==> config.mk <==
export PLATFORM = sky130hd
export DESIGN_NAME = ps_config_loader
export DESIGN_NICKNAME = d
export VERILOG_FILES = /design/src/rtl/ps_cfg_pkg.sv /design/src/rtl/ps_sync.sv /design/src/rtl/ps_bit_clock.sv /design/src/rtl/ps_serializer.sv /design/src/rtl/ps_config_loader.sv
export SDC_FILE = /design/constraint.sdc
export NUM_CORES = 1
export LEC_CHECK = 0
export BUFFER_PORTS_ARGS = -buffer_cell sky130_fd_sc_hd__buf_2
export CAP_MARGIN = 0
export CORE_MARGIN = 1.5
export CORE_UTILIZATION = 55
export CTS_BUF_LIST = sky130_fd_sc_hd__clkbuf_16
export CTS_CLUSTER_SIZE = 14
export DETAILED_ROUTE_END_ITERATION = 10
export GPL_ROUTABILITY_DRIVEN = 0
export PLACE_DENSITY = 0.76
export SYNTH_ARGS = -nofsm -noshare
export SYNTH_HDL_FRONTEND = slang
export SYNTH_SLANG_ARGS = --single-unit
==> constraint.sdc <==
create_clock -name clk -period 2.05 [get_ports clk]
set_clock_uncertainty 0.05 [all_clocks]
set_input_delay 0.3075 -clock clk [delete_from_list [all_inputs] [get_ports clk]]
set_output_delay 0.3075 -clock clk [all_outputs]
set_load 0.01 [all_outputs]
==> src/rtl/ps_cfg_pkg.sv <==
package ps_cfg_pkg;
  typedef enum logic [3:0] {
    LD_IDLE,
    LD_HOLD,
    LD_SETTLE,
    LD_RELEASE,
    LD_AWAIT,
    LD_STREAM,
    LD_FLUSH,
    LD_DONE,
    LD_FAIL
  } ld_state_t;
endpackage

==> src/rtl/ps_sync.sv <==
module ps_sync #(
  parameter int   W       = 2,
  parameter logic RST_VAL = 1'b1
) (
  input  logic         clk,
  input  logic         rst_n,
  input  logic [W-1:0] d,
  output logic [W-1:0] q
);
  logic [W-1:0] meta;

  always_ff @(posedge clk or negedge rst_n) begin
    if (!rst_n) begin
      meta <= {W{RST_VAL}};
      q    <= {W{RST_VAL}};
    end else begin
      meta <= d;
      q    <= meta;
    end
  end
endmodule

==> src/rtl/ps_bit_clock.sv <==
module ps_bit_clock #(
  parameter int DIV = 4
) (
  input  logic clk,
  input  logic rst_n,
  input  logic run,
  output logic dclk,
  output logic beat_end
);
  localparam int PH_W = (2 * DIV > 1) ? $clog2(2 * DIV) : 1;
  localparam logic [PH_W-1:0] PH_LAST = PH_W'(2 * DIV - 1);
  localparam logic [PH_W-1:0] PH_HIGH = PH_W'(DIV);

  logic [PH_W-1:0] phase;

  always_ff @(posedge clk or negedge rst_n) begin
    if (!rst_n) begin
      phase <= '0;
    end else if (!run) begin
      phase <= '0;
    end else if (phase == PH_LAST) begin
      phase <= '0;
    end else begin
      phase <= phase + PH_W'(1);
    end
  end

  assign dclk     = run && (phase >= PH_HIGH);
  assign beat_end = run && (phase == PH_LAST);

  // a phase that is stopped always restarts with the clock low
  p_stop_low_r5: assert property (@(posedge clk) disable iff (!rst_n)
    !run |=> !dclk);
endmodule

==> src/rtl/ps_serializer.sv <==
module ps_serializer #(
  parameter int DATA_W = 8
) (
  input  logic              clk,
  input  logic              rst_n,
  input  logic              load,
  input  logic [DATA_W-1:0] din,
  input  logic              step,
  output logic              bit_o,
  output logic              full_o
);
  localparam int BW = (DATA_W > 1) ? $clog2(DATA_W) : 1;
  localparam logic [BW-1:0] BIT_LAST = BW'(DATA_W - 1);

  logic [DATA_W-1:0] sh;
  logic [BW-1:0]     bits;
  logic              full;

  always_ff @(posedge clk or negedge rst_n) begin
    if (!rst_n) begin
      sh   <= '0;
      bits <= '0;
      full <= 1'b0;
    end else if (load) begin
      sh   <= din;
      bits <= '0;
      full <= 1'b1;
    end else if (step) begin
      if (bits == BIT_LAST) begin
        full <= 1'b0;
      end else begin
        sh   <= {sh[DATA_W-2:0], 1'b0};
        bits <= bits + BW'(1);
      end
    end
  end

  assign bit_o  = sh[DATA_W-1];
  assign full_o = full;

  // a byte is only accepted into an empty shifter
  p_load_empty_r5: assert property (@(posedge clk) disable iff (!rst_n)
    load |-> !full);
  // bits advance only while a byte is held
  p_step_full_r5: assert property (@(posedge clk) disable iff (!rst_n)
    step |-> full);
endmodule

==> src/rtl/ps_config_loader.sv <==
module ps_config_loader
  import ps_cfg_pkg::*;
#(
  parameter int DATA_W     = 8,
  parameter int CLK_PER_US = 100,
  parameter int DELAY_US   = 10,
  parameter int DCLK_DIV   = 4,
  parameter int BYTE_LIMIT = 1048576,
  parameter int INIT_CLKS  = 4000,
  parameter int WAIT_LIMIT = 1000000
) (
  input  logic              clk,
  input  logic              rst_n,
  input  logic              cfg_start,
  input  logic              src_valid,
  input  logic [DATA_W-1:0] src_data,
  output logic              src_ready,
  input  logic              tgt_status_n,
  input  logic              tgt_done,
  output logic              tgt_reset_n,
  output logic              tgt_clk,
  output logic              tgt_data,
  output logic              busy,
  output logic              done,
  output logic              error
);
  localparam int DLY_CYC = DELAY_US * CLK_PER_US;
  localparam int TMAX    = (DLY_CYC > WAIT_LIMIT) ? DLY_CYC : WAIT_LIMIT;
  localparam int TMR_W   = $clog2(TMAX + 1);
  localparam int BCNT_W  = $clog2(BYTE_LIMIT + 1);
  localparam int ICNT_W  = $clog2(INIT_CLKS + 1);
  localparam logic [TMR_W-1:0]  DLY_LAST  = TMR_W'(DLY_CYC - 1);
  localparam logic [TMR_W-1:0]  WAIT_LAST = TMR_W'(WAIT_LIMIT - 1);
  localparam logic [BCNT_W-1:0] BYTE_MAX  = BCNT_W'(BYTE_LIMIT);
  localparam logic [ICNT_W-1:0] INIT_LAST = ICNT_W'(INIT_CLKS - 1);

  ld_state_t         state, state_nxt;
  logic [TMR_W-1:0]  tmr, tmr_nxt;
  logic [BCNT_W-1:0] bytes, bytes_nxt;
  logic [ICNT_W-1:0] icnt, icnt_nxt;
  logic [1:0]        pins_s;
  logic              st_s, cd_s;
  logic              rdy, take;
  logic              run, beat_end, dclk;
  logic              ser_bit, ser_full, ser_step;

  ps_sync #(.W(2), .RST_VAL(1'b1)) u_sync (
    .clk   (clk),
    .rst_n (rst_n),
    .d     ({tgt_status_n, tgt_done}),
    .q     (pins_s)
  );
  assign st_s = pins_s[1];
  assign cd_s = pins_s[0];

  assign run      = ((state == LD_STREAM) && ser_full) || (state == LD_FLUSH);
  assign ser_step = beat_end && (state == LD_STREAM);
  assign take     = rdy && src_valid;

  ps_bit_clock #(.DIV(DCLK_DIV)) u_bclk (
    .clk      (clk),
    .rst_n    (rst_n),
    .run      (run),
    .dclk     (dclk),
    .beat_end (beat_end)
  );

  ps_serializer #(.DATA_W(DATA_W)) u_ser (
    .clk    (clk),
    .rst_n  (rst_n),
    .load   (take),
    .din    (src_data),
    .step   (ser_step),
    .bit_o  (ser_bit),
    .full_o (ser_full)
  );

  always_comb begin
    state_nxt = state;
    tmr_nxt   = tmr;
    bytes_nxt = bytes;
    icnt_nxt  = icnt;
    rdy       = 1'b0;
    unique case (state)
      LD_IDLE, LD_DONE, LD_FAIL: begin
        if (cfg_start) begin
          state_nxt = LD_HOLD;
          tmr_nxt   = '0;
          bytes_nxt = '0;
          icnt_nxt  = '0;
        end
      end
      LD_HOLD: begin
        if (!st_s && !cd_s) begin
          state_nxt = LD_SETTLE;
          tmr_nxt   = '0;
        end else if (tmr == WAIT_LAST) begin
          state_nxt = LD_FAIL;
        end else begin
          tmr_nxt = tmr + TMR_W'(1);
        end
      end
      LD_SETTLE: begin
        if (tmr == DLY_LAST) begin
          state_nxt = LD_RELEASE;
          tmr_nxt   = '0;
        end else begin
          tmr_nxt = tmr + TMR_W'(1);
        end
      end
      LD_RELEASE: begin
        if (tmr == DLY_LAST) begin
          state_nxt = LD_AWAIT;
          tmr_nxt   = '0;
        end else begin
          tmr_nxt = tmr + TMR_W'(1);
        end
      end
      LD_AWAIT: begin
        if (st_s) begin
          state_nxt = LD_STREAM;
        end else if (tmr == WAIT_LAST) begin
          state_nxt = LD_FAIL;
        end else begin
          tmr_nxt = tmr + TMR_W'(1);
        end
      end
      LD_STREAM: begin
        if (!ser_full) begin
          if (cd_s) begin
            state_nxt = LD_FLUSH;
          end else if (bytes == BYTE_MAX) begin
            state_nxt = LD_FAIL;
          end else begin
            rdy = 1'b1;
            if (src_valid) begin
              bytes_nxt = bytes + BCNT_W'(1);
            end
          end
        end
      end
      LD_FLUSH: begin
        if (beat_end) begin
          if (icnt == INIT_LAST) begin
            state_nxt = LD_DONE;
          end else begin
            icnt_nxt = icnt + ICNT_W'(1);
          end
        end
      end
      default: state_nxt = LD_IDLE;
    endcase
  end

  always_ff @(posedge clk or negedge rst_n) begin
    if (!rst_n) begin
      state <= LD_IDLE;
      tmr   <= '0;
      bytes <= '0;
      icnt  <= '0;
    end else begin
      state <= state_nxt;
      tmr   <= tmr_nxt;
      bytes <= bytes_nxt;
      icnt  <= icnt_nxt;
    end
  end

  assign src_ready   = rdy;
  assign tgt_reset_n = !((state == LD_HOLD) || (state == LD_SETTLE));
  assign tgt_clk     = dclk;
  assign tgt_data    = ser_full && ser_bit;
  assign busy        = !((state == LD_IDLE) || (state == LD_DONE) || (state == LD_FAIL));
  assign done        = (state == LD_DONE);
  assign error       = (state == LD_FAIL);

  // the three status flags are mutually exclusive
  p_flags_excl_r2: assert property (@(posedge clk) disable iff (!rst_n)
    $onehot0({busy, done, error}));
  // no byte is requested while the target is held in reset
  p_no_ready_in_reset_r4: assert property (@(posedge clk) disable iff (!rst_n)
    src_ready |-> (tgt_reset_n && !tgt_clk));
  // data is settled before the rising clock edge and held while high
  p_data_setup_r5: assert property (@(posedge clk) disable iff (!rst_n)
    $rose(tgt_clk) |-> $stable(tgt_data));
  p_data_hold_r5: assert property (@(posedge clk) disable iff (!rst_n)
    (tgt_clk && $past(tgt_clk)) |-> $stable(tgt_data));
  // once the finishing burst starts no byte is accepted
  p_flush_no_ready_r6: assert property (@(posedge clk) disable iff (!rst_n)
    (state == LD_FLUSH) |-> !src_ready);
  // the burst counter stays inside its window
  p_init_window_r7: assert property (@(posedge clk) disable iff (!rst_n)
    icnt <= INIT_LAST);
  // never more bytes than the budget
  p_byte_budget_r8: assert property (@(posedge clk) disable iff (!rst_n)
    bytes <= BYTE_MAX);
  // quiet pins while a result is shown
  p_result_quiet_r10: assert property (@(posedge clk) disable iff (!rst_n)
    (done || error) |-> (tgt_reset_n && !tgt_clk && !tgt_data));
endmodule

==> results of run 1 <==
## logic make-up (layout without fill, tap and decap cells)
kind of cell	count (synthesis)	count (layout)
buf+inv	35	173
simple gates	209	209
flops	76	76
mux	9	9
fa+ha+maj	8	8
compound gates	99	99
xor+xnor	26	26
## through the flow
step	utilization (%)	setup WS (ns)
3_5_place_dp	69.8	-0.192
4_1_cts	78.8	-0.186
6_report	85.3	-0.339
5_1_grt	85.3	-0.322
3_3_place_gp	69.8	-0.0931
2_1_floorplan	-	-0.164
## routing by layer
metal,wire (um),part of all wire [%],track usage [%]
met5,0,0,0
met1,5760,37,38.0
met3,1380,8.8,5.19
met2,7600,48,52.3
met4,962,6.1,13.5
## state kept, by name (all words and copies together) (netlist names)
name and cells:
bytes 21, tmr 20, icnt 12, u_ser.sh 8, state 4, u_bclk.phase 3, u_ser.bits 3, u_sync.meta 2
u_sync.q 2, u_ser.full_o 1
## repair_timing
action / in CTS / in global routing
gates cloned: 1 / 0
setup buffers: 14 / 15
hold endpoints to repair: 33 / 0
hold buffers: 1 / 0
pin swaps: 18 / 33
setup endpoints to repair: 35 / 61
gates resized for setup: 65 / 90
## power groups by stage
| stage | Sequential (mW) | Clock, mW | Combinational [mW] |
|---|---|---|---|
| 2_1_floorplan | 1.82 | 0 | 1.11 |
| 3_3_place_gp | 1.83 | 0 | 1.94 |
| 3_5_place_dp | 1.84 | 0 | 2.02 |
| 4_1_cts | 1.80 | 1.62 | 2.58 |
| 5_1_grt | 1.84 | 1.70 | 3.51 |
| 6_report | 1.83 | 1.64 | 3.39 |
## cell type report
class	instances	share of cell area [%]
sequential	76	30.4
clock inverter	7	1.19
inverter	16	0.955
tap	99	1.97
clock buffer	9	3.58
timing repair buffer	141	18.6
multi-input combinational	351	43.3
## critical path: cells and delay by family (launching register included)
family	cells	cell delay, ns
flip-flops	1	0.38
AO/OA/AOI/OAI	1	0.30
AND/OR/NAND/NOR	2	0.38
buffers and inverters	3	0.41
adder cells (fa/ha/maj)	1	0.21
## how the worst max path moves through the flow
stage | from | endpoint | slack [ns]
floorplan | tmr[0] | state[2] | -0.16
CTS | tmr[0] | state[2] | -0.19
finish | bytes[0] | src_ready | -0.34
detailed placement | tmr[0] | state[2] | -0.19
global placement | state[0] | bytes[15] | -0.09
global route | tmr[0] | state[2] | -0.32
## synth_stat cells, drive strengths merged, types with 3 or more instances
cell type / instances / share of area, %
dfstp: 4 / 2.5
inv: 16 / 1.4
xor2: 16 / 3.3
a22o: 3 / 0.62
o21a: 3 / 0.53
and3: 9 / 1.3
nand3: 25 / 2.9
nor2b: 8 / 1.2
o31ai: 3 / 0.65
nor4b: 5 / 1.0
nand2: 41 / 3.6
or3b: 3 / 0.62
mux2: 3 / 0.79
nor2: 55 / 4.8
o21ai: 34 / 4.2
and4: 6 / 1.2
ha: 8 / 2.3
a32o: 4 / 0.94
a22oi: 8 / 1.4
a31oi: 3 / 0.44
nand4: 16 / 2.3
clkbuf: 9 / 0.79
nor3: 10 / 1.2
nor3b: 3 / 0.79
xnor2: 10 / 2.1
a21oi: 20 / 2.3
nor4: 4 / 0.59
dfrtp: 72 / 42
or3: 7 / 1.1
a211oi: 5 / 1.2
and2: 7 / 1.0
mux2i: 6 / 1.4
buf: 10 / 1.2
==> results.toml, run 1 <==
[timing]
setup_ws_ns = -0.339
setup_violations = 58
final_max_slew_viol_count = 0
fmax_mhz = 419
rsz0062_at_grt = "true"
max_slew_margin_pct = 64.2
hold_violations = 0
worst_slew_pin_slew_ns = 0.537
tns_ns = -6.20
min_period_over_period_pct = 117
hold_ws_ns = 0.00845
period_minus_slack_ns = 2.39

[floorplan]
die-area_mm2 = 0.00829
core_mm2 = 0.00737
die_w_um = 91.0
rows = 31
die_h_um = 91.0
io-pin-count = 21
initial_core_util_pct = 57.8

[pwr]
p_int_mw = 4.21
power_density_mw_per_mm2 = 1090
combPwrFrac_pct = 49.4
switchingPower_mw = 2.65
ir_drop_uv = 878
cellLeakagePower_nw = 2.76
p_seq_share_pct = 26.7
power.share.clock_pct = 23.9
power_mw = 6.86
sw_frac_of_total_pct = 38.7

[layout]
fin_nets = 617
diodes = 0
fin_area_mm2 = 0.00629
n_fill_cell = 337
layout_commonest_cell = "buf_4"
drive_above_1_share_pct = 43.2
fin_cells = 699
multi_input_area_mm2 = 0.00273
final_cell_mix = "buf_4 (89), dfrtp_1 (69), nor2_1 (47)"
syn_to_final_growth_pct = 47.5
regArea_mm2 = 0.00191

[min_path]
min_from = "tgt_status_n"
worstHoldPathType = "in2reg"
hold_depth = 1
min_to = "u_sync.meta[1]"

[clocking]
h-tree-depth = 3
cts_root_buffer = "clkbuf_16"
cts_buffer_depth = 2
clk_pin_slew_ns = 0.06
cts_num_sinks = 76
clk_latency_ns = 0.34
numCtsBuffers = 9
tritoncts = "done"

[yosys]
synthCells = 462
ys.flop_type = "dfrtp_1"
synth-compound-area-share_pct = 15.8
syn-cell-area_mm2 = 0.00426
ys_async_sr_fraction_pct = 100
syn-num-nets = 484
synthMuxAreaShare_pct = 2.20
synthSimpleGateAreaFrac_pct = 26.2
ys_seq_area_share_pct = 44.7
synth_cell_types = 61
yosys.area_share.xor_xnor_pct = 5.34
synth_area_per_cell_um2 = 9.23
yosysWarnings = 0
synth-edff-count = 0
synth_top_family_by_area = "simple AND/OR/NAND/NOR gates"
yosys.area_share.adder_pct = 2.35
synth-seq-cells = 76

[grt]
antenna_found_initial = 0
track_usage_pct = 30.7
grt_max_degree = 40
grt_pass1_vias = 4219
grt.overflow.total = 0
grt_pass1_wl_mm = 20.3

[setup_path]
critPathLaunchType = "flop"
cp_max_fo = 4
cp-end-kind = "output port"
reg2regPathDepth = 8
timing.rr.end = "state[2]"
rrSetupSlack_ns = -0.29
r2r-start = "tmr[0]"
crit_required_ns = 1.69
worstSetupPathType = "reg2out"
path_cells = "inv_1, ha_1, and4_2, a211oi_2, buf_4, nor2b_2, buf_2"
cp_slowest_cell = "dfrtp_1"
critical-path-max-stage-delay_ns = 0.38
crit_arrival_ns = 2.03

[placed_design]
dp.cells = 654
dpl_cell_area_mm2 = 0.00514
hpwl_mm = 7.65
io_buffers = 20

[detailed_routing]
drtPass1Iterations = 5
wire_per_inst_um = 22.5
vias = 4665
drc_errors = 0
wl_mm = 15.7
postRouteAntennaNets = 0
drt_iter0_drc = 311
via_per_inst = 6.67

[outcome]
violations = "setup timing"
status = "complete, but fails checks"

[run]
drv_cap = 0
Note: power is estimated with default switching activity, not from simulation.
==> run 2, diff against run 1 <==
--- a/config.mk
+++ b/config.mk
@@ -5,8 +5,8 @@
 export SDC_FILE = /design/constraint.sdc
 export NUM_CORES = 1
 export LEC_CHECK = 0
-export BUFFER_PORTS_ARGS = -buffer_cell sky130_fd_sc_hd__buf_2
-export CAP_MARGIN = 0
+export BUFFER_PORTS_ARGS = -buffer_cell sky130_fd_sc_hd__buf_4
+export CAP_MARGIN = 5
 export CORE_MARGIN = 1.5
 export CORE_UTILIZATION = 55
 export CTS_BUF_LIST = sky130_fd_sc_hd__clkbuf_16
==> results.toml, run 2 (synthesis gave the netlist of run 1 again) <==
[outcome]
status = "complete, but fails checks"
violations = "DRC, setup timing"

[setup_path]
rrSetupSlack_ns = -0.48
r2r-start = "tmr[1]"
startpoint = "tmr[1]"
reg2regPathDepth = 8
timing.rr.end = "state[2]"
cp_max_fo = 4
worstSetupPathType = "reg2reg"
cp-end-kind = "flop"
endpoint = "state[2]"
crit_required_ns = 2.23
crit_arrival_ns = 2.71
critPathLaunchType = "flop"

[clocking]
clk_latency_ns = 0.35
numCtsBuffers = 9
cts_num_sinks = 76
clk_pin_slew_ns = 0.07
tritoncts = "done"
cts_root_buffer = "clkbuf_16"
cts_buffer_depth = 2
h-tree-depth = 3

[timing]
setup_violations = 51
hold_violations = 0
setup_ws_ns = -0.479
period_minus_slack_ns = 2.53
rsz0062_at_grt = "true"
min_period_over_period_pct = 123
final_max_slew_viol_count = 0
worst_slew_pin_slew_ns = 0.467
max_slew_margin_pct = 68.6
tns_ns = -9.10
fmax_mhz = 395

[detailed_routing]
drtPass1Iterations = 11
via_per_inst = 6.72
vias = 4733
drc_errors = 1
drt_iter0_drc = 518
postRouteAntennaNets = 0
wl_mm = 16.4
wire_per_inst_um = 23.2

[layout]
regMostFlops = "bytes"
layout_commonest_cell = "buf_4"
drive_above_1_share_pct = 42.3
final_cell_mix = "buf_4 (121), dfrtp_1 (69), nor2_1 (47)"
fin_cells = 704
fin_nets = 622
diodes = 0
largest_reg_flops = 21
fin_util_pct = 85.9
top_regs = "bytes (21), tmr (20), icnt (12)"
syn_to_final_growth_pct = 48.5

[floorplan]
die-area_mm2 = 0.00829
initial_core_util_pct = 57.8
core_mm2 = 0.00737
io-pin-count = 21
die_w_um = 91.0
die_h_um = 91.0
rows = 31

[grt]
grt_pass1_wl_mm = 21.2
grt_max_degree = 40
track_usage_pct = 32.0
grt_pass1_vias = 4393
grt.overflow.total = 0
antenna_found_initial = 0

[run]
drv_cap = 0

[placed_design]
hpwl_mm = 7.78
io_buffers = 20
dp.cells = 651
pre_cts_ws_ns = -0.220

[pwr]
power_density_mw_per_mm2 = 1040
ir_drop_uv = 778
cellLeakagePower_nw = 2.77

[min_path]
worstHoldPathType = "in2reg"
-- run 2: how the worst min path moves through the flow --
stage,from,end,slack (ns),depth (start not counted)
2_1_floorplan,rst_n,bytes[0],-0.04,0
3_3_place_gp,rst_n,bytes[5],0.15,1
3_5_place_dp,rst_n,bytes[5],0.15,1
4_1_cts,tgt_done,u_sync.meta[0],0.02,1
5_1_grt,tgt_done,u_sync.meta[0],0.01,1
6_report,tgt_done,u_sync.meta[0],0.01,1
-- run 2: what timing repair did --
action,in CTS,in global routing
gates cloned,1,0
gates resized for setup,60,83
hold endpoints to repair,17,0
buffers inserted,12,29
pin swaps,21,46
endpoints found under the setup margin,39,60
hold buffers,1,0
-- run 2: per-stage QoR --
stage / area, um2 / hold slack [ns] / total power, mW
after floorplan: 4280 / -0.0381 / 2.92
after global placement: 5160 / 0.149 / 3.78
after detailed placement: 5160 / 0.151 / 3.87
after CTS: 5770 / 0.0228 / 5.72
after global routing: 6330 / 0.0141 / 6.77
final: 6330 / 0.0129 / 6.59
-- run 2: area by class of cell --
| cell class | instances | area (um2) |
|---|---|---|
| Fill cell | 327 | 1040 |
| Multi-Input combinational cell | 351 | 2750 |
| Sequential cell | 76 | 1910 |
| Tap cell | 99 | 124 |
| Clock inverter | 7 | 51.3 |
| Timing Repair Buffer | 146 | 1210 |
| Inverter | 16 | 60.1 |
| Clock buffer | 9 | 225 |
-- run 2: critical path: stages (launching register included) --
cell and delay (ns):
dfrtp_1 0.38, ha_2 0.20, nand4_1 0.14, or4_4 0.48, o31ai_4 0.31, buf_6 0.16, nor3b_4 0.31, o21ai_2 0.15
a32o_1 0.24
-- run 2: power by group --
group          internal, mW  total (mW)  switching, mW
clock                 0.824        1.51          0.688
sequential             1.68        1.84          0.159
combinational          1.46        3.23           1.78
-- run 2: per-layer routing --
metal	track usage, %	up-vias	wire length, um
li1	-	1946	-
met1	36.9	2283	5730
met2	55.7	372	7980
met3	5.61	132	1390
met4	18.1	0	1260
met5	0	-	0
==> run 3, diff against run 2 <==
--- a/config.mk
+++ b/config.mk
@@ -13,7 +13,7 @@
 export CTS_CLUSTER_SIZE = 14
 export DETAILED_ROUTE_END_ITERATION = 10
 export GPL_ROUTABILITY_DRIVEN = 0
-export PLACE_DENSITY = 0.76
+export PLACE_DENSITY_LB_ADDON = 0.15
 export SYNTH_ARGS = -nofsm -noshare
 export SYNTH_HDL_FRONTEND = slang
 export SYNTH_SLANG_ARGS = --single-unit
==> results.toml, run 3 (synthesis gave the netlist of run 1 again) <==
[grt]
track_usage_pct = 32.1
grt.overflow.total = 0
grt_pass1_wl_mm = 20.9
grt_max_degree = 43
grt_pass1_vias = 4267
antenna_found_initial = 0

[setup_path]
timing.rr.end = "state[2]"
cp-end-kind = "flop"
reg2regPathDepth = 8
crit_cells = 8
critical-path-max-stage-delay_ns = 0.45
path_delay_family = "simple AND/OR/NAND/NOR gates"
rrSetupSlack_ns = -0.28
path_buf_inv = 2
cp_max_fo = 5
critPathLaunchType = "flop"
cp_slowest_cell = "or4_4"
worstSetupPathType = "reg2reg"
r2r-start = "tmr[0]"
path_cells = "ha_2, nand4_1, or4_4, o31ai_4, buf_6, nor3b_4, buf_4, a32o_1"
endpoint = "state[2]"
startpoint = "tmr[0]"
crit_arrival_ns = 2.55
crit_required_ns = 2.26

[timing]
tns_ns = -6.60
min_period_over_period_pct = 114
setup_ws_ns = -0.283
setup_violations = 55
period_minus_slack_ns = 2.33
worst_slew_pin_slew_ns = 0.498
fmax_mhz = 429
max_slew_margin_pct = 66.8
rsz0062_at_grt = "true"
final_max_slew_viol_count = 0
hold_violations = 0

[layout]
diodes = 0
fin_nets = 619
fin_util_pct = 83.5
drive_above_1_share_pct = 39.2
syn_to_final_growth_pct = 44.4
regMostFlops = "bytes"
largest_reg_flops = 21
top_regs = "bytes (21), tmr (20), icnt (12)"
final_cell_mix = "buf_4 (118), dfrtp_1 (70), nor2_1 (49)"
fin_area_mm2 = 0.00616
layout_commonest_cell = "buf_4"

[clocking]
h-tree-depth = 3
cts_root_buffer = "clkbuf_16"
numCtsBuffers = 9
cts_buffer_depth = 2
clk_pin_slew_ns = 0.06
cts_num_sinks = 76
tritoncts = "done"
clk_latency_ns = 0.35

[pwr]
combPwrFrac_pct = 48.6
switchingPower_mw = 2.53
cellLeakagePower_nw = 2.75
power.share.clock_pct = 23.9
power_mw = 6.62
sw_frac_of_total_pct = 38.2
ir_drop_uv = 979
power_density_mw_per_mm2 = 1080
p_int_mw = 4.09
p_seq_share_pct = 27.6

[floorplan]
initial_core_util_pct = 57.8
io-pin-count = 21
die_w_um = 91.0
die_h_um = 91.0
die-area_mm2 = 0.00829
rows = 31
core_mm2 = 0.00737

[outcome]
violations = "setup timing"
status = "complete, but fails checks"

[detailed_routing]
via_per_inst = 6.53
wl_mm = 14.9
drt_iter0_drc = 380
vias = 4577
drc_errors = 0
postRouteAntennaNets = 0
drtPass1Iterations = 5
wire_per_inst_um = 21.3

[min_path]
worstHoldPathType = "in2reg"
hold_depth = 1

[placed_design]
dpl_cell_area_mm2 = 0.00515
io_buffers = 20
hpwl_mm = 7.39

[run]
drv_cap = 0
run 3: through the flow:
| step | worst slack (ns) | cells | hold slack (ns) |
|---|---|---|---|
| detailed placement | -0.273 | 650 | 0.247 |
| global route | -0.347 | 701 | 0.00807 |
| CTS | -0.196 | 691 | 0.0178 |
| finish | -0.283 | 701 | 0.0182 |
| global placement | -0.130 | 650 | 0.237 |
| floorplan | -0.164 | 462 | -0.0381 |
run 3: repair_timing:
item,CTS,global route
endpoints found under the setup margin,38,70
buffers inserted,24,11
pin swaps,32,14
resized for setup,76,45
hold endpoints to repair,30,0
cloned,2,1
hold buffers,1,0
run 3: worst min-delay path by stage:
| stage | end | from | slack, ns |
|---|---|---|---|
| after detailed placement | bytes[7] | rst_n | 0.25 |
| after global placement | bytes[5] | rst_n | 0.24 |
| after CTS | u_sync.meta[0] | tgt_done | 0.02 |
| after global routing | u_sync.meta[0] | tgt_done | 0.008 |
| after floorplan | bytes[0] | rst_n | -0.04 |
| final | u_sync.meta[0] | tgt_done | 0.02 |
run 3: power by group through the flow:
stage / registers [mW] / logic (mW) / clock network [mW]
3_5_place_dp: 1.83 / 1.96 / 0
6_report: 1.83 / 3.21 / 1.58
5_1_grt: 1.84 / 3.32 / 1.65
4_1_cts: 1.80 / 2.54 / 1.57
3_3_place_gp: 1.82 / 1.90 / 0
2_1_floorplan: 1.82 / 1.11 / 0
run 3: area by class of cell:
type / count / area, um2
multi-input combinational: 351 / 2590
tap: 99 / 124
sequential: 76 / 1910
clock inverter: 7 / 67.6
inverter: 16 / 60.1
timing repair buffer: 143 / 1180
clock buffer: 9 / 225
fill: 400 / 1210
run 3: per-layer routing:
metal / GRT usage (%) / part of all wire [%]
met1: 38.8 / 37
met2: 54.2 / 49
met4: 14.2 / 6.2
met5: 0 / 0
met3: 7.45 / 7.5
